===== config.mk =====
export PLATFORM = sky130hd
export DESIGN_NAME = page_write_ctrl
export DESIGN_NICKNAME = d
export VERILOG_FILES = /design/src/rtl/pwc_pkg.sv /design/src/rtl/pwc_page_buf.sv /design/src/rtl/pwc_txn_ctrl.sv /design/src/rtl/pwc_commit_timer.sv /design/src/rtl/page_write_ctrl.sv
export SDC_FILE = /design/constraint.sdc
export NUM_CORES = 1
export LEC_CHECK = 0
export CAP_MARGIN = 20
export CORE_UTILIZATION = 50
export CTS_BUF_LIST = sky130_fd_sc_hd__clkbuf_4
export DETAILED_ROUTE_END_ITERATION = 7
export DONT_BUFFER_PORTS = 1
export HOLD_SLACK_MARGIN = 0.1
export PLACE_DENSITY_LB_ADDON = 0.3
export SYNTH_ARGS = -nofsm -noshare
export SYNTH_HDL_FRONTEND = slang
export SYNTH_SLANG_ARGS = --single-unit

===== constraint.sdc =====
create_clock -name clk -period 4.1 [get_ports clk]
set_input_delay 0.41 -clock clk [delete_from_list [all_inputs] [get_ports clk]]
set_output_delay 0.41 -clock clk [all_outputs]
set_load 0.005 [all_outputs]

===== src/rtl/pwc_pkg.sv =====
package pwc_pkg;
  parameter int unsigned PWC_ADDR_W = 15;
  parameter int unsigned PWC_OFF_W  = 6;
  parameter int unsigned PWC_DATA_W = 8;
  parameter int unsigned PWC_WRITE_CYCLES = 1250000; // 5 ms at 250 MHz

  typedef enum logic {
    PH_IDLE = 1'b0,
    PH_OPEN = 1'b1
  } phase_t;
endpackage


===== src/rtl/pwc_page_buf.sv =====
module pwc_page_buf #(
  parameter int unsigned OFF_W  = 6,
  parameter int unsigned DATA_W = 8
) (
  input  logic              clk,
  input  logic              we,
  input  logic [OFF_W-1:0]  waddr,
  input  logic [DATA_W-1:0] wdata,
  input  logic [OFF_W-1:0]  raddr,
  output logic [DATA_W-1:0] rdata
);
  localparam int unsigned DEPTH = 1 << OFF_W;

  logic [DATA_W-1:0] store [DEPTH];

  always_ff @(posedge clk) begin
    if (we) store[waddr] <= wdata;
    rdata <= store[raddr];
  end
endmodule


===== src/rtl/pwc_txn_ctrl.sv =====
module pwc_txn_ctrl
  import pwc_pkg::*;
#(
  parameter int unsigned ADDR_W = 15,
  parameter int unsigned OFF_W  = 6
) (
  input  logic                    clk,
  input  logic                    rst,
  input  logic                    busy,
  input  logic                    addr_load,
  input  logic [ADDR_W-1:0]       addr_in,
  input  logic                    byte_stb,
  input  logic                    ack_stb,
  input  logic                    stop_evt,
  input  logic                    start_evt,
  input  logic                    wp,
  output logic [ADDR_W-OFF_W-1:0] page,
  output logic [OFF_W-1:0]        off,
  output logic [(1<<OFF_W)-1:0]   valid,
  output logic                    buf_we,
  output logic                    commit_now
);
  phase_t phase;
  logic   pend;   // byte received, ACK outstanding
  logic   got;    // at least one acknowledged byte
  logic   open_ok;

  assign open_ok    = !busy && (phase == PH_OPEN) && !addr_load;
  assign buf_we     = open_ok && !stop_evt && !start_evt && byte_stb;
  assign commit_now = open_ok && stop_evt && got && !pend && !wp;

  always_ff @(posedge clk) begin
    if (rst) begin
      phase <= PH_IDLE;
      page  <= '0;
      off   <= '0;
      valid <= '0;
      pend  <= 1'b0;
      got   <= 1'b0;
    end else if (!busy) begin
      if (addr_load) begin
        phase <= PH_OPEN;
        page  <= addr_in[ADDR_W-1:OFF_W];
        off   <= addr_in[OFF_W-1:0];
        valid <= '0;
        pend  <= 1'b0;
        got   <= 1'b0;
      end else if (phase == PH_OPEN) begin
        if (stop_evt || start_evt) begin
          phase <= PH_IDLE;
          pend  <= 1'b0;
        end else if (byte_stb) begin
          pend <= 1'b1;
        end else if (ack_stb && pend) begin
          pend       <= 1'b0;
          got        <= 1'b1;
          valid[off] <= 1'b1;
          off        <= off + 1'b1;
        end
      end
    end
  end

  // an accepted ACK moves the offset by exactly one, wrapping in the page
  a_r2_offset_step: assert property (@(posedge clk) disable iff (rst)
    (open_ok && !stop_evt && !start_evt && !byte_stb && ack_stb && pend)
      |=> (off == OFF_W'($past(off) + 1'b1)) && $stable(page));
endmodule


===== src/rtl/pwc_commit_timer.sv =====
module pwc_commit_timer #(
  parameter int unsigned OFF_W        = 6,
  parameter int unsigned WRITE_CYCLES = 1250000
) (
  input  logic             clk,
  input  logic             rst,
  input  logic             commit,
  output logic             busy,
  output logic             scan_en,
  output logic [OFF_W-1:0] scan_idx
);
  localparam int unsigned DEPTH = 1 << OFF_W;
  localparam int unsigned CNT_W = $clog2(WRITE_CYCLES + 1);

  logic [CNT_W-1:0] tmr;

  assign scan_en  = busy && (tmr < CNT_W'(DEPTH));
  assign scan_idx = tmr[OFF_W-1:0];

  always_ff @(posedge clk) begin
    if (rst) begin
      busy <= 1'b0;
      tmr  <= '0;
    end else if (!busy) begin
      if (commit) begin
        busy <= 1'b1;
        tmr  <= '0;
      end
    end else if (tmr == CNT_W'(WRITE_CYCLES - 1)) begin
      busy <= 1'b0;
    end else begin
      tmr <= tmr + 1'b1;
    end
  end

  // the busy window opens only on a commit request
  a_r4_busy_from_commit: assert property (@(posedge clk) disable iff (rst)
    $rose(busy) |-> $past(commit));
endmodule


===== src/rtl/page_write_ctrl.sv =====
module page_write_ctrl
  import pwc_pkg::*;
#(
  parameter int unsigned ADDR_W       = PWC_ADDR_W,
  parameter int unsigned OFF_W        = PWC_OFF_W,
  parameter int unsigned DATA_W       = PWC_DATA_W,
  parameter int unsigned WRITE_CYCLES = PWC_WRITE_CYCLES
) (
  input  logic              clk,
  input  logic              rst,
  input  logic              addr_load,
  input  logic [ADDR_W-1:0] addr_in,
  input  logic              byte_stb,
  input  logic [DATA_W-1:0] byte_data,
  input  logic              ack_stb,
  input  logic              stop_evt,
  input  logic              start_evt,
  input  logic              wp,
  output logic              busy,
  output logic              mem_we,
  output logic [ADDR_W-1:0] mem_addr,
  output logic [DATA_W-1:0] mem_wdata,
  output logic [ADDR_W-1:0] addr_cnt
);
  localparam int unsigned PAGE_W = ADDR_W - OFF_W;
  localparam int unsigned DEPTH  = 1 << OFF_W;

  logic [PAGE_W-1:0] page;
  logic [OFF_W-1:0]  off;
  logic [DEPTH-1:0]  valid;
  logic              buf_we;
  logic              commit_now;
  logic              scan_en;
  logic [OFF_W-1:0]  scan_idx;

  pwc_txn_ctrl #(.ADDR_W(ADDR_W), .OFF_W(OFF_W)) u_ctrl (
    .clk(clk), .rst(rst), .busy(busy),
    .addr_load(addr_load), .addr_in(addr_in),
    .byte_stb(byte_stb), .ack_stb(ack_stb),
    .stop_evt(stop_evt), .start_evt(start_evt), .wp(wp),
    .page(page), .off(off), .valid(valid),
    .buf_we(buf_we), .commit_now(commit_now)
  );

  pwc_page_buf #(.OFF_W(OFF_W), .DATA_W(DATA_W)) u_buf (
    .clk(clk), .we(buf_we), .waddr(off), .wdata(byte_data),
    .raddr(scan_idx), .rdata(mem_wdata)
  );

  pwc_commit_timer #(.OFF_W(OFF_W), .WRITE_CYCLES(WRITE_CYCLES)) u_tmr (
    .clk(clk), .rst(rst), .commit(commit_now),
    .busy(busy), .scan_en(scan_en), .scan_idx(scan_idx)
  );

  always_ff @(posedge clk) begin
    if (rst) begin
      mem_we   <= 1'b0;
      mem_addr <= '0;
    end else begin
      mem_we   <= scan_en && valid[scan_idx];
      mem_addr <= {page, scan_idx};
    end
  end

  assign addr_cnt = {page, off};

  // the counter is frozen while a program cycle runs
  a_r8_hold_busy: assert property (@(posedge clk) disable iff (rst)
    (busy && $past(busy)) |-> $stable(addr_cnt));

  // array writes happen only inside the busy window
  a_r4_we_in_busy: assert property (@(posedge clk) disable iff (rst)
    mem_we |-> busy);

  // every write lands in the transaction's page
  a_r4_we_same_page: assert property (@(posedge clk) disable iff (rst)
    mem_we |-> (mem_addr[ADDR_W-1:OFF_W] == addr_cnt[ADDR_W-1:OFF_W]));

  // a protected stop never starts a program cycle
  a_r6_wp_no_busy: assert property (@(posedge clk) disable iff (rst)
    (!busy && wp && stop_evt) |=> !busy);

  initial begin
    a_r4_cycles_fit: assert (WRITE_CYCLES > DEPTH);
  end
endmodule


==> flow_summary_export.csv <==
group,metric,value,unit
pwr,p_sw,2.74,mW
sta,layout_setup_ws,0.650,ns
grt,track_usage,25.4,%
detailed_routing,ant_nets,0,
setup_path,worstPathRequired,4.65,ns
pwr,power_frac_clock,42.4,%
yosys,synth_top_area_share,61.5,%
die,initial_core_util,50.9,%
grt,gr-total-overflow,0,
die,die_h,226,um
grt,grt_pass1_wl,92.4,mm
setup_path,r2r_end,"u_buf.store[60][5]",
yosys,seq_area_frac_synth,71.8,%
setup_path,cpMaxStageDelayCell,"nor2_1",
clocking,clk_latency,0.96,ns
grt,grt_pass1_vias,14800,
pwr,p_comb_share,2.2,%
placement,place_congestion,0.855,
placement,portBuffers,0,
die,core-area,0.0492,mm2
final_layout,final_nets,1680,
setup_path,path_max_fanout,15,
grt,grt_max_degree,66,
yosys,syn-instance-count,1489,
pwr,powerDensity,444,mW/mm2
setup_path,reg2reg_from,"u_tmr.busy",
sta,fin_crit,3.45,ns
final_layout,finalInstanceArea,0.0286,mm2
setup_path,r2r_cells,4,
detailed_routing,avgRoutedWirePerCell,25.5,um
detailed_routing,drtPass1Iterations,6,
final_layout,area_delta_synth_final,14.2,%
yosys,synth_nets,1522,
yosys,synthFlopType,"edfxtp_1",
final_layout,drive_gt1_share,25.4,%
pwr,p_sw_share,21.6,%
yosys,netlist_top_cells_area,"edfxtp_1, mux4_2, dfxtp_1, nor2_1, a21oi_1",
detailed_routing,dr.first_iter.drc_count,1649,
yosys,synth_area,0.0250,mm2
yosys,async_reset_ff_share,0,%
placement,hpwl,35.8,mm
setup_path,r2r_slack,0.65,ns
placement,place_area,0.0257,mm2
grt,antenna_found_initial,2,
clocking,cts_setup_buffers,0,
sta,fin_crit_sh,84.2,%
setup_path,slowest_delay,0.81,ns
pwr,ir_worst_vdd,335,uV
clocking,cts_tree,"done",
setup_path,critPathLaunchType,"register",
yosys,synth-edff-count,512,
detailed_routing,drc_errors,0,
outcome,outcome,"finished clean",
clocking,clock-sinks,640,
detailed_routing,vias_per_cell,6.02,
detailed_routing,vias,14700,
clocking,htree_levels,4,
clocking,cts_max_path_buffers,3,
sta,rsz0062_at_grt,"false",
pwr,p_seq_share,55.4,%
yosys,synth.avg_cell_area,16.8,um2
sta,setup_tns,0,ns
sta,hold_viol,0,
final_layout,nFillCells,3779,
yosys,ys_warn_count,0,
yosys,ys_ff_latch,640,
min_path,worstHoldPathCells,2,
final_layout,utilization,58.1,%
clocking,clkSlewWorstSetupHoldPaths,0.07,ns
sta,drv_slew,0,
die,dieArea,0.0509,mm2
clocking,root_buffer,"clkbuf_4",
min_path,whs_endpoint,"u_tmr.busy",
setup_path,worstSetupEndpointType,"register",
min_path,hold_start,"wp",
sta,relSlewSlack,23.9,%
die,dieWidth,226,um
pwr,leakage,9.15,nW
detailed_routing,wirelength,62.1,mm
placement,place_ws,0.746,ns
pwr,internal_power,9.94,mW
die,row_count,81,
sta,fmax,290,MHz
min_path,hp-class,"in -> reg",
sta,finClkSkew,0.0553,ns
setup_path,arrival,4.00,ns
clocking,cts_buffers,156,
die,ioPinCount,71,
setup_path,crit_chain,"nor4b_2 -> nor2b_1 -> nand3_1 -> nor2_1",
sta,setup_viol,0,
yosys,synth_cell_types,58,
yosys,yosys.area.top_type,"edfxtp_1",
flow_run,maxCapViolCount,0,
sta,worstMarginPinSlew,1.14,ns
setup_path,path_class,"reg -> reg",
[layout by cell type (no fill, tap or decap), types with 9 or more instances in the layout]
cell and n:
nor2b_1 24, buf_4 24, nand2_1 83, o2111ai_1 9, mux4_2 142, nand4_1 12
o22ai_1 12, edfxtp_1 512, and3_1 13, clkbuf_4 232, dfxtp_1 126, nor2_1 159
a21oi_1 85, o21ai_0 9, nor3_1 16, clkinv_1 38, mux2i_1 15, nand2b_1 12
a22oi_1 53, dlygate4sd3_1 57, nand3_1 22
[worst max path at each step]
| stage | from | end | slack (ns) | cells past startpoint |
|---|---|---|---|---|
| CTS | u_tmr.busy | u_buf.store[60][3] | 0.72 | 4 |
| global route | u_tmr.busy | u_buf.store[60][4] | 0.50 | 4 |
| finish | u_tmr.busy | u_buf.store[60][5] | 0.65 | 4 |
| floorplan | addr_load | u_buf.store[7][0] | 1.76 | 5 |
| detailed placement | u_tmr.busy | u_buf.store[60][5] | 0.75 | 4 |
| global placement | u_tmr.busy | u_buf.store[44][3] | 0.91 | 4 |
[synthesized netlist by cell type, drive strengths merged (5+ instances only)]
master,count
or3,6
and2,5
o22ai,12
nor4,5
nand2b,12
edfxtp,512
clkbuf,50
nor2b,26
a221oi,5
a2111o,6
nor2,160
nor3,18
nand4,12
mux4,142
o21ai,10
nand2,84
a22oi,53
a21oi,85
buf,45
mux2i,15
nand3,22
o2111ai,9
and3,13
dfxtp,128
[layer usage]
metal  GRT usage, %  vias up  routed length (um)
li1               -     6325                   -
met3           7.69      133                6340
met2           38.4      838               28800
met1           33.4     7378               24900
met4           12.7        0                2110
met5              0        -                   0
[cell families after synthesis]
kind of cell | after synthesis | synth area share, %
fa+ha+maj | 2 | 0.100
mux | 161 | 13.6
flops | 640 | 71.8
buf+inv | 99 | 1.85
xor+xnor | 3 | 0.105
compound gates | 206 | 5.48
simple gates | 378 | 7.14
[power by group through the flow]
stage | combinational, mW | sequential (mW) | clock, mW
2_1_floorplan | 0.0761 | 7.16 | 0
3_3_place_gp | 0.0879 | 7.17 | 0
3_5_place_dp | 0.0891 | 7.17 | 0
4_1_cts | 0.270 | 7.03 | 5.48
5_1_grt | 0.295 | 7.02 | 5.79
6_report | 0.276 | 7.03 | 5.38
[critical path: cells and delay by family (launching register included)]
family | cells | cell delay, ns
flops | 1 | 0.52
simple gates | 4 | 2.55
[per-stage QoR]
step / instances / hold slack, ns / power (mW)
floorplan: 1489 / 0.431 / 7.24
global route: 2438 / 0.239 / 13.1
finish: 2438 / 0.238 / 12.7
CTS: 2434 / 0.126 / 12.8
detailed placement: 2086 / 0.450 / 7.26
global placement: 2086 / 0.442 / 7.26
[layout make-up]
type                    instances  area (um2)  share of cell area, %
flip-flops and latches        640       17900                   62.9
multi-input cells             750        6610                   23.1
clock inverters                50         313                   1.10
well taps                     664         831                   2.91
clock buffers                 232        1740                   6.10
diodes                          3        7.51                 0.0263
repair buffers                 95        1090                   3.82
inverters                       4        15.0                 0.0526
[what timing repair did]
action / CTS / global route
resized for setup: 0 / 0
hold endpoints to repair: 580 / 0
hold buffers: 66 / 0
[flip-flops by register name, indices dropped and copies added, names as in the netlist]
signal,count
mem_addr,15
mem_we,1
u_ctrl.off,6
u_buf.store,512
u_buf.rdata,8
u_ctrl.phase,1
u_ctrl.got,1
u_ctrl.pend,1
u_ctrl.valid,64
u_tmr.busy,1
u_ctrl.page,9
u_tmr.tmr,21
(Power assumes the default switching activity.)
